## src/rtl/burst_seq_pkg.sv

```systemverilog
package burst_seq_pkg;
    typedef enum logic {
        ORD_LINEAR = 1'b0,
        ORD_XOR    = 1'b1
    } order_e;

    typedef enum logic [1:0] {
        ACT_HOLD = 2'd0,
        ACT_LOAD = 2'd1,
        ACT_STEP = 2'd2
    } seq_act_e;
endpackage

```

## src/rtl/burst_beat_ctrl.sv

```systemverilog
module burst_beat_ctrl
    import burst_seq_pkg::*;
#(
    parameter int CW = 2
) (
    input  logic          clk,
    input  logic          rst_n,
    input  logic          load,
    input  logic          step,
    input  logic [CW-1:0] start_in,
    output logic [CW-1:0] start_q,
    output logic [CW-1:0] beat_q
);
    typedef struct packed {
        logic [CW-1:0] start;
        logic [CW-1:0] beat;
    } seq_state_t;

    seq_state_t st_d, st_q;
    seq_act_e   act;

    // Load has priority over step; step has priority over hold.
    always_comb begin
        if (load)      act = ACT_LOAD;
        else if (step) act = ACT_STEP;
        else           act = ACT_HOLD;
    end

    always_comb begin
        st_d = st_q;
        unique case (act)
            ACT_LOAD: begin
                st_d.start = start_in;
                st_d.beat  = '0;
            end
            ACT_STEP: st_d.beat = st_q.beat + CW'(1);
            default:  st_d = st_q;
        endcase
    end

    always_ff @(posedge clk) begin
        if (!rst_n) st_q <= '0;
        else        st_q <= st_d;
    end

    assign start_q = st_q.start;
    assign beat_q  = st_q.beat;
endmodule

```

## src/rtl/burst_order_map.sv

```systemverilog
module burst_order_map
    import burst_seq_pkg::*;
#(
    parameter int CW = 2
) (
    input  order_e        order,
    input  logic [CW-1:0] start,
    input  logic [CW-1:0] beat,
    output logic [CW-1:0] addr
);
    logic [CW-1:0] lin_addr;
    logic [CW-1:0] xor_addr;

    // Linear: modular add, carries out of the top bit dropped.
    assign lin_addr = start + beat;

    // Interleaved: bitwise flip of the start by the beat index.
    for (genvar b = 0; b < CW; b++) begin : g_xor_bit
        assign xor_addr[b] = start[b] ^ beat[b];
    end

    always_comb begin
        unique case (order)
            ORD_XOR: addr = xor_addr;
            default: addr = lin_addr;
        endcase
    end
endmodule

```

## src/rtl/burst_addr_seq.sv

```systemverilog
module burst_addr_seq
    import burst_seq_pkg::*;
#(
    parameter int CW = 2
) (
    input  logic          clk,
    input  logic          rst_n,
    input  logic          strobe_proc_n,
    input  logic          strobe_ctrl_n,
    input  logic          advance_n,
    input  logic          mode_interleave,
    input  logic [CW-1:0] start_lo,
    output logic [CW-1:0] addr_lo,
    output logic [CW-1:0] beat
);
    logic          load_req;
    logic          step_req;
    logic [CW-1:0] start_q;
    logic [CW-1:0] beat_q;
    order_e        order;

    assign load_req = ~strobe_proc_n | ~strobe_ctrl_n;
    assign step_req = ~advance_n;
    assign order    = mode_interleave ? ORD_XOR : ORD_LINEAR;

    burst_beat_ctrl #(.CW(CW)) u_ctrl (
        .clk      (clk),
        .rst_n    (rst_n),
        .load     (load_req),
        .step     (step_req),
        .start_in (start_lo),
        .start_q  (start_q),
        .beat_q   (beat_q)
    );

    burst_order_map #(.CW(CW)) u_map (
        .order (order),
        .start (start_q),
        .beat  (beat_q),
        .addr  (addr_lo)
    );

    assign beat = beat_q;
endmodule

```

## config.mk

```make
export PLATFORM = sky130hd
export DESIGN_NAME = burst_addr_seq
export DESIGN_NICKNAME = d
export VERILOG_FILES = /design/src/rtl/burst_seq_pkg.sv /design/src/rtl/burst_beat_ctrl.sv /design/src/rtl/burst_order_map.sv /design/src/rtl/burst_addr_seq.sv
export SDC_FILE = /design/constraint.sdc
export NUM_CORES = 1
export LEC_CHECK = 0
export ABC_AREA = 0
export BUFFER_PORTS_ARGS = -buffer_cell sky130_fd_sc_hd__buf_2
export CORE_AREA = 2 2 39 41
export CTS_BUF_LIST = sky130_fd_sc_hd__clkbuf_2
export DETAILED_ROUTE_END_ITERATION = 7
export DIE_AREA = 0 0 41 43
export PLACE_DENSITY_LB_ADDON = 0.25
export SLEW_MARGIN = 10
export SYNTH_ARGS = -nofsm -noshare
export SYNTH_HDL_FRONTEND = slang
export SYNTH_HIERARCHICAL = 1
export SYNTH_SLANG_ARGS = --single-unit
```

## constraint.sdc

```tcl
create_clock -name clk -period 0.9 [get_ports clk]
set_input_delay 0 -clock clk [delete_from_list [all_inputs] [get_ports clk]]
set_output_delay 0 -clock clk [all_outputs]
set_load 0.01 [all_outputs]
```

==> qor.csv <==
metric;value;unit
status;finished, violations left;
violations;negative setup slack;
drt_iter0_markers;1;
drv_slew;0;
synth_xor_area_share;12.88;%
fin_crit_sh;116.3;%
finalHoldViolations;0;
n_antenna_cell;0;
clkTransAtPathRegs;0.04;ns
synthCells;20;
met3WireLength;70;um
synth-simple-area-share;20.86;%
vias;188;
ctsHoldBuffers;0;
skew;0.002567;ns
cts_max_path_buffers;2;
synth_fa_ha_area_share;6.135;%
timing.final.ws_setup;-0.1470;ns
p_sw;0.0001084;W
worst-path-buf-inv;3;
hold_path.class;in -> reg;
met2WireLength;158;um
syn_avg_cell_area;10.20;um^2
p_int;0.0003253;W
rr_startpoint;u_ctrl/beat_q[0]$_SDFFE_PN0P_;
netlist_area;203.9;um^2
p_clk_share;37.0;%
clkSinkCount;4;
start_util;14.74;%
reg2reg_slack;-0.15;ns
rsz0062_at_grt;yes;
cp-startpoint;u_ctrl/beat_q[0]$_SDFFE_PN0P_;
crit_chain;buf_4 > buf_6 > buf_6 > a21bo_1 > a21oi_2;
top_layer;met3;
post-route-util;25.95;%
reg2regPathDepth;5;
wl_per_cell;8.283;um
vdd_drop_max;0.0003871;V
synth_top_family_by_area;simple AND/OR/NAND/NOR gates;
grt_max_degree;5;
area_growth;76.07;%
ant_nets;0;
crit_slowest_cell;dfxtp_2;
swShare;25.00;%
htree_levels;1;
critPathArrivalTime;1.18;ns
cts_buffers;3;
synthMuxAreaShare;9.816;%
cts_root_buf;clkbuf_2;
place.gp.congestion;0.5482;
min_period;1.047;ns
slowest_delay;0.33;ns
finalWirelength;439;um
ys_seq_area_share;39.26;%
mappedNetlistNets;29;
die_height;43;um
core-area;1384;um^2
crit_fanout;4;
setup_viol;4;
cp_top_family;buffers and inverters;
worst_pin_slew;0.1900;ns
insertion_delay;0.20;ns
cts_tree;yes;
cp.required;1.04;ns
antenna_found_initial;0;
synth-compound-area-share;9.202;%
seqPwrFrac;44.4;%
vias_per_cell;3.547;
ys_warn_count;6;
fmaxAchievable;0.9551;GHz
synth_seq_cells;4;
first_pass_iters;2;
endpoint_kind;register;
crit_top_cell;buf_6;
worstHoldStart;rst_n;
cap_violations;0;
drive_gt1_share;62.16;%
wl_met1;210;um
crit_path_start_kind;register;
powerDensity;1208;nW/um^2
timing.hold.ws;0.05786;ns
drc;0;
synth_cell_types;12;
fin_nets;48;
combPwrFrac;18.6;%
fin_tns_setup;-0.4535;ns
grt.overflow.total;0;
chipWidth;41;um
track_usage;5.723;%
die_area;1763;um^2
num_rows;14;
ioPinCount;12;
p_leak;0.1653;nW
critical_path_class;reg -> reg;
io_buffers;11;
r2r-end;u_ctrl/beat_q[1]$_SDFFE_PN0P_;
grt_pass1_wl;614;um
whs_path_depth;2;
hold_path_end;u_ctrl/start_q[1]$_SDFFE_PN0N_;
max-slew-margin-rel;87.24;%
grt_pass1_vias;165;
## worst max-delay path by stage
stage	to	cells past startpoint
floorplan	addr_lo[1]	3
finish	u_ctrl/beat_q[1]$_SDFFE_PN0P_	5
CTS	addr_lo[1]	4
global route	addr_lo[1]	4
global placement	addr_lo[1]	4
detailed placement	addr_lo[1]	4
## cells in the final DEF, fill, tap and decap left out
master	Yosys	final
a21bo_1	1	1
a21oi_2	1	1
buf_2	0	9
buf_4	0	1
buf_6	0	4
clkbuf_2	0	3
dfxtp_1	4	2
dfxtp_2	0	2
ha_4	0	1
inv_1	1	1
mux2i_1	2	2
nand2_1	1	1
nand2b_2	1	1
nand3b_1	1	1
nor2_1	1	1
nor2b_1	3	2
nor2b_4	0	1
xnor2_1	3	3
## cells by family after synthesis
family                   after synthesis
flip-flops                             4
AO/OA/AOI/OAI                          2
buffers and inverters                  1
multiplexers                           2
AND/OR/NAND/NOR                        7
adder cells (fa/ha/maj)                1
XOR/XNOR                               3
## synthesized netlist by cell type
| library cell | instances | area (um^2) |
|---|---|---|
| nand3b_1 | 1 | 7.510 |
| nor2b_1 | 3 | 18.77 |
| ha_1 | 1 | 12.51 |
| nand2b_2 | 1 | 8.760 |
| nand2_1 | 1 | 3.750 |
| a21oi_2 | 1 | 8.760 |
| nor2_1 | 1 | 3.750 |
| inv_1 | 1 | 3.750 |
| mux2i_1 | 2 | 20.02 |
| dfxtp_1 | 4 | 80.08 |
| a21bo_1 | 1 | 10.01 |
| xnor2_1 | 3 | 26.28 |
## per-layer routing
metal	vias to the layer above	track usage (%)
met4	0	6.000
li1	100	-
met5	-	0
met3	0	3.141
met1	76	6.752
met2	12	6.563
## stage by stage
step | worst slack [ns] | cell area [um^2] | power, W | cells
after global routing | -0.2223 | 359.1 | 0.0004609 | 53
after global placement | 0.0006533 | 287.8 | 0.0002562 | 48
after CTS | -0.1613 | 347.8 | 0.0004436 | 52
after floorplan | 0.006372 | 205.2 | 0.0002276 | 20
final | -0.1470 | 359.1 | 0.0004338 | 53
after detailed placement | -0.005114 | 287.8 | 0.0002562 | 48
## registers in the layout, indices dropped and copies added (netlist names)
| signal | flops |
|---|---|
| u_ctrl/beat_q | 2 |
| u_ctrl/start_q | 2 |
## power groups by stage
stage / combinational, W / sequential [W] / clock [W]
final: 0.0000807 / 0.000193 / 0.000160
after global routing: 0.0000894 / 0.000193 / 0.000179
after CTS: 0.0000785 / 0.000192 / 0.000173
after detailed placement: 0.0000632 / 0.000193 / 0
after global placement: 0.0000635 / 0.000193 / 0
after floorplan: 0.0000337 / 0.000194 / 0
## final cells by class
cell class / instances / area (um^2)
Fill cell: 154 / 1025
Clock buffer: 3 / 15.01
Sequential cell: 4 / 82.58
Tap cell: 16 / 20.02
Inverter: 1 / 3.754
Multi-Input combinational cell: 15 / 140.1
Timing Repair Buffer: 14 / 97.59
## timing repair
action | CTS | global route
endpoints found under the hold margin | 0 | 0
gates resized for setup | 8 | 1
setup buffers | 1 | 1
pin swaps | 2 | 2
endpoints found under the setup margin | 2 | 4
## worst register-to-register path: cells and delay by family, from the launching register on
family	cells	cell delay, ns
buffers and inverters	3	0.34
flip-flops	1	0.33
AO/OA/AOI/OAI	2	0.31
Power figures use the tool's default switching activity.
